[src/rtl/nand_cmd_pkg.sv]
package nand_cmd_pkg;

    localparam logic [7:0] CODE_LOAD    = 8'h80;
    localparam logic [7:0] CODE_CONFIRM = 8'h10;
    localparam logic [7:0] CODE_READ    = 8'h00;
    localparam logic [7:0] CODE_COPY    = 8'h8A;
    localparam logic [7:0] CODE_STATUS  = 8'h70;
    localparam logic [7:0] CODE_RESET   = 8'hFF;

    typedef enum logic [1:0] {
        CYC_NONE,
        CYC_CMD,
        CYC_ADDR,
        CYC_DATA
    } cyc_kind_e;

    typedef enum logic [2:0] {
        OPC_LOAD,
        OPC_CONFIRM,
        OPC_READ,
        OPC_COPY,
        OPC_STATUS,
        OPC_RESET,
        OPC_UNKNOWN
    } opcode_e;

    typedef enum logic [2:0] {
        MD_IDLE,
        MD_LOAD,
        MD_RDADDR,
        MD_CPADDR,
        MD_STATUS
    } mode_e;

    typedef enum logic [2:0] {
        JOB_NONE,
        JOB_PROG,
        JOB_READ,
        JOB_COPY,
        JOB_RST
    } job_e;

endpackage

[src/rtl/nand_bus_decode.sv]
module nand_bus_decode
    import nand_cmd_pkg::*;
(
    input  logic      wr_i,
    input  logic      cle_i,
    input  logic      ale_i,
    input  logic [7:0] dq_i,
    output cyc_kind_e kind_o,
    output opcode_e   opc_o
);

    always_comb begin
        kind_o = CYC_NONE;
        if (wr_i) begin
            unique case ({cle_i, ale_i})
                2'b10:   kind_o = CYC_CMD;
                2'b01:   kind_o = CYC_ADDR;
                2'b00:   kind_o = CYC_DATA;
                default: kind_o = CYC_NONE;
            endcase
        end
    end

    always_comb begin
        unique case (dq_i)
            CODE_LOAD:    opc_o = OPC_LOAD;
            CODE_CONFIRM: opc_o = OPC_CONFIRM;
            CODE_READ:    opc_o = OPC_READ;
            CODE_COPY:    opc_o = OPC_COPY;
            CODE_STATUS:  opc_o = OPC_STATUS;
            CODE_RESET:   opc_o = OPC_RESET;
            default:      opc_o = OPC_UNKNOWN;
        endcase
    end

endmodule

[src/rtl/nand_busy_timer.sv]
module nand_busy_timer #(
    parameter int CW = 5
) (
    input  logic          clk,
    input  logic          rst_n,
    input  logic          load_i,
    input  logic [CW-1:0] val_i,
    output logic          busy_o,
    output logic          done_o
);

    logic [CW-1:0] cnt_d, cnt_q;

    always_comb begin
        cnt_d = cnt_q;
        if (load_i) begin
            cnt_d = val_i;
        end else if (cnt_q != '0) begin
            cnt_d = cnt_q - 1'b1;
        end
    end

    always_ff @(posedge clk or negedge rst_n) begin
        if (!rst_n) cnt_q <= '0;
        else        cnt_q <= cnt_d;
    end

    assign busy_o = (cnt_q != '0);
    assign done_o = (cnt_q == CW'(1));

    // a job always asks for a non-empty busy window
    assert_load_nonzero_R5: assert property (@(posedge clk) disable iff (!rst_n)
        load_i |-> (val_i != '0));

    // the last busy cycle is followed by ready unless a new job starts
    assert_done_then_idle_R5: assert property (@(posedge clk) disable iff (!rst_n)
        (done_o && !load_i) |=> !busy_o);

    // the window shrinks by exactly one per cycle
    assert_count_steps_R5: assert property (@(posedge clk) disable iff (!rst_n)
        (busy_o && !load_i) |=> (cnt_q == $past(cnt_q) - 1'b1));

endmodule

[src/rtl/nand_page_track.sv]
module nand_page_track #(
    parameter int PAGES       = 8,
    parameter int MAIN_LIMIT  = 2,
    parameter int SPARE_LIMIT = 3
) (
    input  logic                     clk,
    input  logic                     rst_n,
    input  logic [$clog2(PAGES)-1:0] page_i,
    input  logic                     spare_i,
    input  logic                     prog_commit_i,
    input  logic                     copy_commit_i,
    output logic                     refuse_o
);

    localparam int PW = $clog2(PAGES);
    localparam int MW = $clog2(MAIN_LIMIT + 1);
    localparam int SW = $clog2(SPARE_LIMIT + 1);

    typedef struct packed {
        logic [PAGES-1:0][MW-1:0] main_cnt;
        logic [PAGES-1:0][SW-1:0] spare_cnt;
        logic [PAGES-1:0]         copied;
    } trk_t;

    trk_t t_d, t_q;
    logic main_full, spare_full;

    assign main_full  = (t_q.main_cnt[page_i]  >= MW'(MAIN_LIMIT));
    assign spare_full = (t_q.spare_cnt[page_i] >= SW'(SPARE_LIMIT));
    assign refuse_o   = t_q.copied[page_i] || (spare_i ? spare_full : main_full);

    always_comb begin
        t_d = t_q;
        if (prog_commit_i && !refuse_o) begin
            if (spare_i) t_d.spare_cnt[page_i] = t_q.spare_cnt[page_i] + 1'b1;
            else         t_d.main_cnt[page_i]  = t_q.main_cnt[page_i] + 1'b1;
        end
        if (copy_commit_i) begin
            t_d.copied[page_i] = 1'b1;
        end
    end

    always_ff @(posedge clk or negedge rst_n) begin
        if (!rst_n) t_q <= '0;
        else        t_q <= t_d;
    end

    generate
        for (genvar g = 0; g < PAGES; g++) begin : g_pg
            // no page count ever passes its limit
            assert_no_overflow_R9: assert property (@(posedge clk) disable iff (!rst_n)
                (t_q.main_cnt[g] <= MW'(MAIN_LIMIT)) && (t_q.spare_cnt[g] <= SW'(SPARE_LIMIT)));
            // a copied page stays locked until the reset pin
            assert_copy_sticky_R10: assert property (@(posedge clk) disable iff (!rst_n)
                t_q.copied[g] |=> t_q.copied[g]);
        end
    endgenerate

    // a refused program leaves the counts untouched
    assert_refused_no_count_R9: assert property (@(posedge clk) disable iff (!rst_n)
        (prog_commit_i && refuse_o) |=> ($stable(t_q.main_cnt) && $stable(t_q.spare_cnt)));

    logic unused_pw;
    assign unused_pw = (PW == 0);

endmodule

[src/rtl/nand_cmd_fsm.sv]
module nand_cmd_fsm
    import nand_cmd_pkg::*;
#(
    parameter int T_PROG      = 20,
    parameter int T_READ      = 8,
    parameter int T_RESET     = 3,
    parameter int PAGES       = 8,
    parameter int BUF_BYTES   = 16,
    parameter int MAIN_LIMIT  = 2,
    parameter int SPARE_LIMIT = 3
) (
    input  logic       clk,
    input  logic       rst_n,
    input  logic       cle_i,
    input  logic       ale_i,
    input  logic       wr_i,
    input  logic       rd_i,
    input  logic [7:0] dq_i,
    output logic [7:0] dq_o,
    output logic       dq_oe_o,
    output logic       ready_o
);

    localparam int PAGE_W = $clog2(PAGES);
    localparam int BUF_W  = $clog2(BUF_BYTES);
    localparam int T_MAX  = (T_PROG > T_READ) ? ((T_PROG > T_RESET) ? T_PROG : T_RESET)
                                              : ((T_READ > T_RESET) ? T_READ : T_RESET);
    localparam int CW     = $clog2(T_MAX + 1);

    typedef struct packed {
        mode_e                     mode;
        logic [1:0]                acnt;
        logic                      spare;
        logic [PAGE_W-1:0]         page;
        job_e                      job;
        logic [PAGE_W-1:0]         job_page;
        logic                      job_spare;
        logic [PAGE_W-1:0]         src_page;
        logic                      src_ok;
        logic                      fail;
        logic [BUF_W-1:0]          ptr;
        logic [BUF_BYTES-1:0][7:0] pbuf;
        logic [7:0]                dq;
        logic                      oe;
    } fsm_st_t;

    fsm_st_t   s_d, s_q;
    cyc_kind_e kind;
    opcode_e   opc;
    logic      tmr_load, tmr_busy, tmr_done;
    logic [CW-1:0] tmr_val;
    logic      trk_refuse, prog_commit, copy_commit;
    logic      rst_cmd, plane_same, addr_mode;

    nand_bus_decode u_dec (
        .wr_i   (wr_i),
        .cle_i  (cle_i),
        .ale_i  (ale_i),
        .dq_i   (dq_i),
        .kind_o (kind),
        .opc_o  (opc)
    );

    nand_busy_timer #(.CW(CW)) u_tmr (
        .clk    (clk),
        .rst_n  (rst_n),
        .load_i (tmr_load),
        .val_i  (tmr_val),
        .busy_o (tmr_busy),
        .done_o (tmr_done)
    );

    nand_page_track #(
        .PAGES       (PAGES),
        .MAIN_LIMIT  (MAIN_LIMIT),
        .SPARE_LIMIT (SPARE_LIMIT)
    ) u_trk (
        .clk           (clk),
        .rst_n         (rst_n),
        .page_i        (s_q.job_page),
        .spare_i       (s_q.job_spare),
        .prog_commit_i (prog_commit),
        .copy_commit_i (copy_commit),
        .refuse_o      (trk_refuse)
    );

    assign rst_cmd    = (kind == CYC_CMD) && (opc == OPC_RESET);
    assign plane_same = (s_q.job_page[0] == s_q.src_page[0]);
    assign addr_mode  = (s_q.mode == MD_LOAD) || (s_q.mode == MD_RDADDR) || (s_q.mode == MD_CPADDR);

    always_comb begin
        s_d         = s_q;
        s_d.oe      = 1'b0;
        tmr_load    = 1'b0;
        tmr_val     = '0;
        prog_commit = 1'b0;
        copy_commit = 1'b0;

        // job completion (an abort in the same cycle wins)
        if (tmr_done && !rst_cmd) begin
            case (s_q.job)
                JOB_PROG: begin
                    s_d.fail    = trk_refuse;
                    prog_commit = 1'b1;
                end
                JOB_COPY: begin
                    s_d.fail    = !plane_same;
                    copy_commit = plane_same;
                end
                JOB_READ: begin
                    s_d.src_ok   = 1'b1;
                    s_d.src_page = s_q.job_page;
                end
                default: ;
            endcase
            s_d.job = JOB_NONE;
        end

        case (kind)
            CYC_CMD: begin
                if (opc == OPC_RESET) begin
                    s_d.job    = JOB_RST;
                    s_d.mode   = MD_IDLE;
                    s_d.acnt   = '0;
                    s_d.src_ok = 1'b0;
                    tmr_load   = 1'b1;
                    tmr_val    = CW'(T_RESET);
                end else if (opc == OPC_STATUS) begin
                    s_d.mode = MD_STATUS;
                end else if (!tmr_busy) begin
                    case (opc)
                        OPC_LOAD: begin
                            s_d.mode = MD_LOAD;
                            s_d.acnt = '0;
                            s_d.pbuf = '1;
                        end
                        OPC_READ: begin
                            s_d.mode = MD_RDADDR;
                            s_d.acnt = '0;
                        end
                        OPC_COPY: begin
                            if (s_q.src_ok) begin
                                s_d.mode = MD_CPADDR;
                                s_d.acnt = '0;
                            end
                        end
                        OPC_CONFIRM: begin
                            if (s_q.mode == MD_LOAD && s_q.acnt == 2'd3) begin
                                s_d.job       = JOB_PROG;
                                s_d.job_page  = s_q.page;
                                s_d.job_spare = s_q.spare;
                                s_d.mode      = MD_IDLE;
                                tmr_load      = 1'b1;
                                tmr_val       = CW'(T_PROG);
                            end
                        end
                        default: ;
                    endcase
                end
            end
            CYC_ADDR: begin
                if (!tmr_busy && addr_mode && s_q.acnt != 2'd3) begin
                    s_d.acnt = s_q.acnt + 2'd1;
                    case (s_q.acnt)
                        2'd0: begin
                            s_d.spare = dq_i[7];
                            s_d.ptr   = dq_i[BUF_W-1:0];
                        end
                        2'd1: begin
                            s_d.page = dq_i[PAGE_W-1:0];
                        end
                        default: begin
                            if (s_q.mode == MD_RDADDR) begin
                                s_d.job      = JOB_READ;
                                s_d.job_page = s_q.page;
                                s_d.mode     = MD_IDLE;
                                tmr_load     = 1'b1;
                                tmr_val      = CW'(T_READ);
                            end else if (s_q.mode == MD_CPADDR) begin
                                s_d.job      = JOB_COPY;
                                s_d.job_page = s_q.page;
                                s_d.mode     = MD_IDLE;
                                tmr_load     = 1'b1;
                                tmr_val      = CW'(T_PROG);
                            end
                        end
                    endcase
                end
            end
            CYC_DATA: begin
                if (!tmr_busy && s_q.mode == MD_LOAD && s_q.acnt == 2'd3) begin
                    s_d.pbuf[s_q.ptr] = dq_i;
                    s_d.ptr           = s_q.ptr + 1'b1;
                end
            end
            default: ;
        endcase

        if (rd_i && !wr_i) begin
            s_d.oe = 1'b1;
            if (s_q.mode == MD_STATUS) begin
                s_d.dq = {1'b1, !tmr_busy, 5'b00000, s_q.fail};
            end else begin
                s_d.dq  = s_q.pbuf[s_q.ptr];
                s_d.ptr = s_q.ptr + 1'b1;
            end
        end
    end

    always_ff @(posedge clk or negedge rst_n) begin
        if (!rst_n) begin
            s_q      <= '0;
            s_q.mode <= MD_IDLE;
            s_q.job  <= JOB_NONE;
            s_q.pbuf <= '1;
        end else begin
            s_q <= s_d;
        end
    end

    assign dq_o    = s_q.dq;
    assign dq_oe_o = s_q.oe;
    assign ready_o = !tmr_busy;

    // busy only starts on a host write
    assert_busy_needs_write_R5: assert property (@(posedge clk) disable iff (!rst_n)
        $fell(ready_o) |-> $past(wr_i));

    // a confirm outside a complete load sequence never starts a job
    assert_confirm_guard_R4: assert property (@(posedge clk) disable iff (!rst_n)
        (ready_o && wr_i && cle_i && !ale_i && dq_i == CODE_CONFIRM &&
         !(s_q.mode == MD_LOAD && s_q.acnt == 2'd3)) |=> ready_o);

    // address writes while busy leave the address counter alone
    assert_busy_blocks_addr_R6: assert property (@(posedge clk) disable iff (!rst_n)
        (!ready_o && wr_i && ale_i && !cle_i) |=> $stable(s_q.acnt));

    // status mode holds until a command write
    assert_status_sticky_R7: assert property (@(posedge clk) disable iff (!rst_n)
        (s_q.mode == MD_STATUS && !(wr_i && cle_i)) |=> (s_q.mode == MD_STATUS));

    // the ready bit of a status read matches the ready pin of the strobe cycle
    assert_status_ready_bit_R8: assert property (@(posedge clk) disable iff (!rst_n)
        (dq_oe_o && $past(s_q.mode == MD_STATUS)) |-> (dq_o[6] == $past(ready_o)));

    // read data appears only after a read strobe without a write
    assert_read_echo_R12: assert property (@(posedge clk) disable iff (!rst_n)
        dq_oe_o |-> $past(rd_i && !wr_i));

endmodule

[config.mk]
export PLATFORM = sky130hd
export DESIGN_NAME = nand_cmd_fsm
export DESIGN_NICKNAME = d
export VERILOG_FILES = /design/src/rtl/nand_cmd_pkg.sv /design/src/rtl/nand_bus_decode.sv /design/src/rtl/nand_busy_timer.sv /design/src/rtl/nand_page_track.sv /design/src/rtl/nand_cmd_fsm.sv
export SDC_FILE = /design/constraint.sdc
export NUM_CORES = 1
export LEC_CHECK = 0
export CAP_MARGIN = 20
export CORE_MARGIN = 5
export CORE_UTILIZATION = 50
export CTS_CLUSTER_DIAMETER = 60
export DETAILED_ROUTE_END_ITERATION = 6
export HOLD_SLACK_MARGIN = 0.08
export PLACE_DENSITY_LB_ADDON = 0.08
export SLEW_MARGIN = 25
export SYNTH_ARGS = -nofsm -noshare
export SYNTH_HDL_FRONTEND = slang
export SYNTH_HIERARCHICAL = 1
export SYNTH_SLANG_ARGS = --single-unit
[constraint.sdc]
create_clock -name clk -period 5.5 [get_ports clk]
set_clock_uncertainty 0.1 [all_clocks]
set_input_delay 0.825 -clock clk [delete_from_list [all_inputs] [get_ports clk]]
set_output_delay 0.825 -clock clk [all_outputs]
set_load 0.005 [all_outputs]
# Word-level counts from Yosys, hierarchy flattened
# Cells that the tools add are included.
# totals
ff_bits	205
latch_bits	0
ramBits	0
romBits	0
output_inout_bits	10
elab_cells	240
mem_count	0
# classes
addsub	5
multipliers	0
n_div	0
magnitude_cmp	6
n_eq_ne	45
shift	0
mux	91
bitwise_logic	5
reduce_logical	41
# op_table
cell	count
$mux 128	4
$pmux 128 s2	1
$mux 132	1
$bwmux 128	1
$mux 5	14
$bmux 8 s4	1
$bwmux 16	2
$demux 8 s4	1
$mux 7	4
$eq 8x8->1 const B	3
$mux 3	8
$mux 8	3
$mux 1	21
$mux 4	5
$pmux 5 s2	2
$eq 3x2->1 const B	6
$mux 6	3
$pmux 3 s6	1
$reduce_and 6->1	3
$mux 15	1
$ne 2x2->1 const B	7
$bmux 2 s3	2
$mux 2	6
$pmux 3 s4	1
46 further kinds	92

# Logic depth before layout (Yosys ltp)
# Gate-level depths: netlist of the first run.
# logic_depth
ltp_word	14
ltp_mapped	15
ltp_nobuf	13

# Hierarchy
# Netlist of the first run, hierarchy kept.
# by_module_without_submodules
module	n_inst	cells_each	area_per_inst_um2	seq_area_each_um2
nand_cmd_fsm	1	749	8423.1	4164.0
nand_page_track	1	164	1981.9	1001.0
nand_busy_timer	1	32	302.8	125.1
nand_bus_decode	1	20	123.9	0.0

# Least setup slack after synthesis of the first run
# OpenSTA, ideal clock, no wires.
# synth_timing
kind	input port to flip-flop
from	in dq_i[0]
to	reg u_trk/t_q[16] (netlist name)
setup_ns	0.128
arrival_ns	3.200
required_ns	5.272
path_slack_ns	2.072
stages	15
path_buffers	2
cell_sequence	nor4_2 > o21ai_1 > a211oi_1 > nor3_1 > clkbuf_1 > nor2b_1 > nand3_1 > and2_1 > nand2_1 > nor2_1 > and3_1 > and2_1 > buf_2 > nand3_1 > mux2_1
# synth_between
elab_chain_len	9
elab_cells_between_ends	14
# synth_rtl
item	line_no	text
start: declaration	nand_cmd_fsm.sv:18	input logic [7:0] dq_i,
$eq 8x8->1 (tied with other cells)	nand_bus_decode.sv:25	unique case (dq_i)
$pmux 3 s6 (*)	nand_bus_decode.sv:25	
via opc[2]	nand_cmd_fsm.sv:49	opcode_e opc;
$eq 3x3->1 (*)	nand_cmd_fsm.sv:87	assign rst_cmd = (kind == CYC_CMD) && (opc == OPC_RESET);
$logic_and 1x1->1 (*)	nand_cmd_fsm.sv:87	
$logic_not 1->1 (*)	nand_cmd_fsm.sv:100	if (tmr_done && !rst_cmd) begin
$logic_and 1x1->1 (*)	nand_cmd_fsm.sv:100	
$mux 1 (*)	nand_cmd_fsm.sv:100	
via prog_commit	nand_cmd_fsm.sv:52	logic trk_refuse, prog_commit, copy_commit;
$logic_and 1x1->1 (*)	nand_page_track.sv:34	if (prog_commit_i && !refuse_o) begin
$reduce_and 2->1 (no source line) (*)	--	
end signal: assignment	nand_page_track.sv:45	else t_q <= t_d;
end: declaration	nand_page_track.sv:25	trk_t t_d, t_q;
# The timed path passes the listed nets; every way through them passes the cells marked *.
# A chain may end at the register's enable or synchronous reset.

# Final worst setup path of the first run
# layout_timing
from	in dq_i[4]
to	reg s_q[133] (netlist name)
# layout_between
elab_chain_len	5
elab_cells_between_ends	17
# layout_rtl
item	line_no	text
$eq 8x8->1 (tied with other cells)	nand_bus_decode.sv:25	
$pmux 3 s6 (*)	nand_bus_decode.sv:25	
via opc[2]	nand_cmd_fsm.sv:49	
$eq 3x3->1 (tied with other cells)	nand_cmd_fsm.sv:128	end else if (opc == OPC_STATUS) begin
$ne 2x2->1 (no source line) or $ne 2x1->1 (tied branches)	--	
$reduce_and 6->1 (no source line) (*)	--	
end: declaration	nand_cmd_fsm.sv:47	fsm_st_t s_d, s_q;
# The timed path passes the listed nets; every way through them passes the cells marked *. The select of a mux whose other input is x is not followed.

==> results.md, run 1 <==
- The run finished with clean final reports.
- In the routed design, unresolved DRC markers number 0.
- The critical path arrival is 4360 ps.
- The number of antenna violations at the first check in global routing is 0.
- Of the total power, the share spent switching nets is 0.3079.
- The static power due to leakage is between 0.004 and 0.005 uW.
- The worst hold-check path type is in2async.
- The layout overhead on the synthesized area is 11.91%.
- The post-synthesis instance area is 10830 um^2.
- The critical path class is in2reg.
- By area the synthesized netlist is led by sky130_fd_sc_hd__dfstp_2 (31%), sky130_fd_sc_hd__dfrtp_1 (18%), sky130_fd_sc_hd__mux4_2 (6.9%).
- The number of fillers in the final layout is ~1800.
- The number of cells upsized or downsized after cts is 0.
- The antenna violation net count after detailed routing is 0.
- The Yosys warning count is 6.
- The die is 157.2 um tall.
- The most used flip-flop cell after synthesis is sky130_fd_sc_hd__dfstp_2.
- STA classifies the critical path startpoint as an input port.
- The number of buffers between clock root and the deepest sink is 3.
- The number of global-route vias before repair is around 8000.
- Buffers placed on the I/O ports in this run total 23.
- Of the total power, the clock network draws 0.315.
- The cell taking the most area after synthesis is sky130_fd_sc_hd__dfstp_2.
- The startpoint identified for the worst register-to-register timing path is u_tmr/cnt_q[0].
- Buffers inserted during clock tree synthesis total 25.
- Summing all multi-input logic gate instances after layout gives between 5000 and 6000 um^2.
- The endpoint class of the critical path is a flop.
- The share of total power dissipated in sequential elements is 0.438.
- After synthesis, the share of flip-flops with an asynchronous set or reset is 1.000.
- Setup repair after global routing left no endpoint under its margin.
- The initial core utilization is 0.5120.
- The worst reg2reg path depth is 8.
- The relative contribution of combinational cells to total power is 0.248.
- The share of synthesized area in the top cell type comes to 0.3105.
- The remaining max-slew budget at the tightest pin is 0.2500.
- STA puts the critical path data required time at approximately 5800 ps.
- The first-pass GRT wire length is around 47 mm.
- The number of hold-slack violations in the final timing report is 0.
- The die footprint is approximately 25000 um^2.
- The H-tree depth reported by CTS is 1.
- The endpoint of the lowest-slack register-to-register path is s_q[160].
- Global routing finished with a remaining overflow of 0.
- After synthesis, the most frequently instantiated cells are sky130_fd_sc_hd__dfstp_2 (128), sky130_fd_sc_hd__nor2_1 (105), sky130_fd_sc_hd__a21oi_1 (81).
- The synthesized netlist net count is 992.
- Across the run, the number of max-cap violations was 0.
- The clock-pin transition on the worst setup and hold timing paths is approximately 60 ps.
- Clock latency on the worst-skew pair, taken at its later pin, is 510 ps.
- At the pin with the least slew margin, the transition time is around 1100 ps.
- The most common cell in the synthesized netlist is sky130_fd_sc_hd__dfstp_2.
- The internal cell power is about 3600 uW.
- In this run, the number of DRC markers left after iteration 0 of detailed routing was slightly below 600.
- The number of optimization iterations in the first detailed-route pass is 5.
- Setup total negative slack on the finished layout was measured at 0 ps.
- Across the whole layout, storage elements account for 5295 um^2.
- For this design the ratio of total power to cell area is ~430 nW/um^2.
- At the end of routability-driven placement, the weighted congestion stood at between 0.8 and 0.9.
- In the global route stage, overall resource usage came out at 0.2434.
- The final worst setup slack is 1437 ps.
- The worst setup slack for register-to-register paths is between 1500 and 2000 ps.
- Static timing analysis puts the maximum clock frequency at roughly 250 MHz.
- The core area is around 21000 um^2.
- In the finished design, the share of the clock period the worst path needs comes to 0.7387.
- The switching power summed over all nets is 1590 uW.
- The number of top-level design ports is 24.
- Once detailed placement completed, the half-perimeter wirelength came to between 15 and 20 mm.
- The count of pins over their slew limit is 0.
- In this run the core area contains between 50 and 60 standard-cell rows.
- After detailed placement, the design holds a cell count of about 1200.
- The total clock sinks is between 200 and 250.
- Counting flops with a built-in enable in the synthesized netlist gives 0.
- The average instance area after synthesis is around 11 um^2.
- The hold buffer count at cts is 0.
- The maximum resistive drop on vdd is roughly 0.23 mV.
- The number of antenna diodes in the final layout is 0.
- The aggregate routed wire length is between 20 and 30 mm.
- The largest fanout on the critical path is 13.
- The count of cell types in the netlist is 78.
- The clock tree from TritonCTS is built.
- The root buffer selected by CTS is sky130_fd_sc_hd__clkbuf_16.
- Buffers added to address setup during post-CTS repair amount to 0.
- Setup violations remaining at the end of the flow were counted as 0.
- Entering global routing, the biggest net connects 130 pins.
- Subtracting the final worst setup slack from the clock period gives ~4100 ps.
- In the final layout, the share of cells above drive strength 1 is 0.2963.
- The minimum setup slack after placement is between 900 and 1000 ps.
- Using the TritonRoute via totals, the vias-per-cell ratio works out to ~6.4.
- The horizontal extent of the die is around 160 um.
- The number of nets in the finished design is between 900 and 1000.
- Synthesis inferred 205 register bits.
- For this run, the register share of the synthesized area comes to 0.4884.
- After detailed routing, the average wire length per cell comes to 23.62 um.
- The routed via count is between 8000 and 9000.
- Excluding fillers, the count of instances in the completed layout stands at about 1300.
- Synthesis handed over a netlist of about 970 instances.
[state kept, by name (all words and copies together), names as in the netlist]
signal / count
dq_o: 8
u_tmr/cnt_q: 5
s_q: 151
dq_oe_o: 1
u_trk/t_q: 40
[worst max-delay path by stage]
stage	startpoint	endpoint	cells past startpoint
after CTS	dq_i[4]	s_q[133]	13
after floorplan	dq_i[0]	u_trk/t_q[16]	15
after global routing	dq_i[1]	s_q[133]	13
after detailed placement	dq_i[4]	s_q[134]	13
after global placement	dq_i[4]	s_q[134]	13
final	dq_i[4]	s_q[133]	13
[routing by layer]
| layer | track usage | vias to the layer above | share of wire |
|---|---|---|---|
| li1 | - | 3656 | - |
| met1 | 0.3576 | 4085 | 0.46 |
| met2 | 0.3802 | 251 | 0.47 |
| met3 | 0.03272 | 49 | 0.050 |
| met4 | 0.07169 | 0 | 0.028 |
| met5 | 0 | - | 0 |
[cell families (layout without fill, tap and decap cells)]
kind of cell / after synthesis / after routing / synth area share
AO/OA/AOI/OAI: 321 / 321 / 0.2082
XOR/XNOR: 2 / 2 / 0.001617
adder cells (fa/ha/maj): 13 / 13 / 0.01502
buffers and inverters: 96 / 120 / 0.04158
flip-flops: 205 / 205 / 0.4884
multiplexers: 81 / 81 / 0.1192
AND/OR/NAND/NOR: 247 / 247 / 0.1260
[placed cells by master, fill, tap and decap left out, types with 7 or more instances in the layout]
cell,count
sky130_fd_sc_hd__ha_1,12
sky130_fd_sc_hd__a2bb2oi_1,64
sky130_fd_sc_hd__nor3_1,9
sky130_fd_sc_hd__o21ai_0,26
sky130_fd_sc_hd__o22ai_1,66
sky130_fd_sc_hd__dfstp_2,128
sky130_fd_sc_hd__clkbuf_16,26
sky130_fd_sc_hd__clkbuf_8,9
sky130_fd_sc_hd__inv_1,27
sky130_fd_sc_hd__mux2_1,18
sky130_fd_sc_hd__dfrtp_1,75
sky130_fd_sc_hd__mux4_2,33
sky130_fd_sc_hd__nand3_1,18
sky130_fd_sc_hd__mux2i_1,8
sky130_fd_sc_hd__a22oi_1,8
sky130_fd_sc_hd__a21o_1,13
sky130_fd_sc_hd__mux2_2,17
sky130_fd_sc_hd__a22o_1,7
sky130_fd_sc_hd__buf_4,22
sky130_fd_sc_hd__a21oi_1,81
sky130_fd_sc_hd__nor2_1,105
sky130_fd_sc_hd__a21oi_4,8
sky130_fd_sc_hd__nand2_1,37
sky130_fd_sc_hd__nor2b_1,12
sky130_fd_sc_hd__clkdlybuf4s50_1,22
[stage by stage]
step | cell area [um^2] | total power [uW] | utilization | hold slack, ps
final | 12120 | 5164 | 0.5730 | 123.6
after floorplan | 10830 | 3121 | - | 320.8
after global placement | 11260 | 3518 | 0.5325 | 333.0
after CTS | 12090 | 5187 | 0.5715 | 354.1
after global routing | 12120 | 5411 | 0.5730 | 141.7
after detailed placement | 11260 | 3542 | 0.5325 | 339.1
[power groups by stage]
stage / clock network, uW / logic [uW] / registers (uW)
final: 1620 / 1280 / 2260
after global routing: 1730 / 1390 / 2300
after CTS: 1660 / 1280 / 2250
after detailed placement: 0 / 1270 / 2270
after global placement: 0 / 1250 / 2270
after floorplan: 0 / 1010 / 2120
[cell type report]
class | instances | area share
clock buffer | 40 | 0.06544
sequential | 205 | 0.4368
inverter | 28 | 0.008671
multi-input combinational | 664 | 0.4210
clock inverter | 5 | 0.002684
tap | 275 | 0.02839
timing repair buffer | 47 | 0.03695
[critical path, stage by stage]
cell and delay, ps:
sky130_fd_sc_hd__clkdlybuf4s50_1 460, sky130_fd_sc_hd__buf_4 230, sky130_fd_sc_hd__a211oi_1 220, sky130_fd_sc_hd__o21ai_1 80, sky130_fd_sc_hd__buf_4 180, sky130_fd_sc_hd__a211oi_1 240
sky130_fd_sc_hd__nor3_1 90, sky130_fd_sc_hd__buf_4 170, sky130_fd_sc_hd__nor4_1 430, sky130_fd_sc_hd__mux2_2 540, sky130_fd_sc_hd__nand3_4 150, sky130_fd_sc_hd__nor2_1 560
sky130_fd_sc_hd__a2bb2oi_1 170
(Power assumes the default switching activity.)
==> run 2, diff against run 1 <==
==> constraint.sdc (replaced) <==
create_clock -name clk -period 4 [get_ports clk]
set_clock_uncertainty 0.1 [all_clocks]
set_input_delay 0.6 -clock clk [delete_from_list [all_inputs] [get_ports clk]]
set_output_delay 0.6 -clock clk [all_outputs]
set_load 0.005 [all_outputs]
==> results.md, run 2 (same netlist as run 1, synthesis figures left out) <==
- The static power due to leakage is 0.005030 uW (+1.8%).
- Setup repair after global routing left no endpoint under its margin.
- The top layer reached by signal wires is met4.
- The number of buffers between clock root and the deepest sink is 3 (unchanged).
- The final hold slack was 351.0 ps (+227.4 ps).
- The source-to-sink clock delay at the later pin of the worst-skew pair came to 510 ps (about the same).
- The run finished with clean final reports.
- The average via count per standard cell is 6.236 (-2.0%).
- The worst setup path is of the reg2reg kind.
- The number of top-level design ports is 24 (unchanged).
- The number of nets in the finished design came to 1018 (+2.0%).
- The number of buffers inserted to repair setup after CTS is 0 (unchanged).
- The final-layout setup total negative slack is 0 ps (unchanged).
- s_q holds more flip-flops than any other register.
- The upper clock frequency limit is ~280 MHz.
- The final count of negative-setup-slack endpoints is 0 (unchanged).
- The count of pins over their slew limit is 0 (unchanged).
- The sum of overflow across all layers after global routing was 0 (unchanged).
- The worst reg2reg path depth was 10 (+2).
- In this run the critical register-to-register path is launched from u_tmr/cnt_q[0].
- The number of DRC markers in iteration 0 is 662 (+11%).
- The initial core utilization is 0.5120 (unchanged).
- The length of routed met3 wiring is 1.513 mm (+0.93%).
- The final weighted congestion in routability-driven placement is 0.8575 (about the same).
- In this run the most critical hold path is launched from u_trk/t_q[0].
- The maximum resistive drop on vdd is 0.4064 mV (+77%).
- TritonCTS built the clock tree.
- The wire length on met1 is 12.76 mm (-6.4%).
- The number of buffers created by CTS is 24 (-4.0%).
- The number of remaining DRC errors is 0 (unchanged).
- The minimum clock period is around 3500 ps.
- The end point of the most critical hold path is u_trk/t_q[0].
- The die height was 157.2 um (unchanged).
- The worst setup slack for register-to-register paths is 450 ps (-1100 ps).
- The top cell types in the final layout, fill and taps aside, are sky130_fd_sc_hd__dfstp_2 (128), sky130_fd_sc_hd__nor2_1 (105), sky130_fd_sc_hd__a21oi_1 (81), sky130_fd_sc_hd__dfrtp_1 (75), sky130_fd_sc_hd__o22ai_1 (66).
- The endpoint class of the critical path is a flop.
- The minimum setup slack after placement is 116.5 ps (-831.2 ps).
- The antenna violation net count after detailed routing is 0 (unchanged).
- The number of optimization iterations in the first detailed-route pass is 5 (unchanged).
- The largest fanout on the critical path is 11 (-2).
- The critical path arrival is 3850 ps (-510 ps).
- The flip-flop count of the largest register, all copies and words added is 151 (unchanged).
- The aggregate routed wire length was 29.00 mm (-2.9%).
- In the finished design, the share of the clock period the worst path needs comes to 0.8864.
- The total clock sinks was 205 (unchanged).
- The power density normalized to cell area was 577.4 nW/um^2 (+36%).
- The transition time at the pin with the least slew margin is 969.0 ps (-151.9 ps).
- The horizontal extent of the die is 157.2 um (unchanged).
- The H-tree depth reported by CTS is 1 (unchanged).
- The number of max-cap violations is 0 (unchanged).
- The antenna diode instance count is 0 (unchanged).
- The worst register-to-register path ends at s_q[23].
- The root buffer selected by CTS is sky130_fd_sc_hd__clkbuf_16.
- The worst setup path is launched from a flop.
- The core area is 21150 um^2 (unchanged).
- The share of the core filled with cells in the final layout is 0.5794 (+0.006388).
- The number of buffer cells added on primary ports came to 23 (unchanged).
- The routed via count was 8001 (-0.50%).
- The die footprint is 24710 um^2 (unchanged).
- From synthesis to final layout, the design area changed by 13.16%.
- The required time at the endpoint of the critical path was 4310 ps (-1490 ps).
- The post-detailed-placement half-perimeter wirelength came to 19.59 mm (+1.2%).
- The number of fillers in the final layout is 1783 (-2.2%).
- The maximum number of pins on one net before global-route repair came to 93 (-28%).
- The first-pass GRT wire length is 46.98 mm (-0.73%).
- The library cell used most frequently in the layout, excluding fill and tap cells, is sky130_fd_sc_hd__dfstp_2.
- The number of placement rows is 53 (unchanged).
- The sum of internal, switching and leakage power is 7077 uW (+37%).
- The remaining max-slew budget at the tightest pin is 0.3516 (+0.1017).
- The number of global-route vias before repair is 8045 (+0.39%).
- Along the worst hold path, the cell count comes to 1.
- The proportion of layout cells with a drive suffix above 1 is 0.3085 (+0.01227).
- The clock-pin transition on the worst setup and hold timing paths came to 60 ps (about the same).
- The worst hold-check path type is reg2reg.
- The number of antenna violations at the first check in global routing was 0 (unchanged).
- The average detailed-routed wire length per instance came to 22.60 um (-4.3%).
- The number of hold-slack violations in the final timing report was 0 (unchanged).
- The final worst setup slack is 454.3 ps (-983.0 ps).
- The met2 layer wire length in the routed design is 13.73 mm (-1.2%).
- The overall fraction of global-route tracks in use is 0.2406 (-0.002833).
## run 2: changes by cell type in the layout (fill, tap and decap cells not counted), sizes merged
| cell | change |
|---|---|
| buf | +19 |
| clkinvlp | +1 |
| dlygate4sd3 | +1 |
| bufinv | +2 |
| clkbuf | -4 |
## run 2: power by group
group | leakage [uW] | switching, uW | internal (uW)
clock | 0.000395 | 853 | 1360
combinational | 0.00226 | 858 | 890
sequential | 0.00238 | 428 | 2680
## run 2: worst max-delay path, cell delays in order, from the launching register on
cell and delay [ps]:
sky130_fd_sc_hd__dfrtp_1 430, sky130_fd_sc_hd__inv_1 80, sky130_fd_sc_hd__ha_1 180, sky130_fd_sc_hd__or4b_1 510, sky130_fd_sc_hd__buf_4 220, sky130_fd_sc_hd__nor4b_1 560, sky130_fd_sc_hd__buf_4 250, sky130_fd_sc_hd__and4_1 480
sky130_fd_sc_hd__nand2_1 320, sky130_fd_sc_hd__o22ai_1 210, sky130_fd_sc_hd__a21oi_1 90
## run 2: layout make-up
type                       count  area, um^2  area share
clock buffer                  35       713.2     0.05819
clock inverter                 8       98.84    0.008064
inverter                      28       105.1    0.008575
multi-input combinational    664        5104      0.4164
sequential                   205        5293      0.4318
tap                          275       344.1     0.02807
timing repair buffer          68       599.3     0.04890
## run 2: worst max path at each step
stage | from | endpoint | slack, ps | cells past startpoint
after floorplan | dq_i[0] | u_trk/t_q[16] | 800 | 15
after global placement | dq_i[4] | u_trk/t_q[26] | 160 | 13
after detailed placement | dq_i[4] | u_trk/t_q[26] | 120 | 13
after CTS | u_tmr/cnt_q[0] | s_q[92] | 510 | 9
after global routing | u_tmr/cnt_q[1] | s_q[31] | 310 | 10
final | u_tmr/cnt_q[0] | s_q[23] | 450 | 10
## run 2: per-stage QoR
stage / area, um^2 / instances
floorplan: 10830 / 965
global placement: 11430 / 1239
detailed placement: 11430 / 1239
CTS: 12260 / 1283
global route: 12260 / 1283
finish: 12260 / 1283
## run 2: timing repair
action | CTS | global route
hold buffers | 1 | 0
hold endpoints to repair | 12 | 0
resized for setup | 0 | 0
## run 2: layer usage
metal / vias up / global-route usage
met5: - / 0
met4: 0 / 0.07251
met3: 62 / 0.03904
met2: 214 / 0.3882
met1: 4028 / 0.3377
li1: 3697 / -
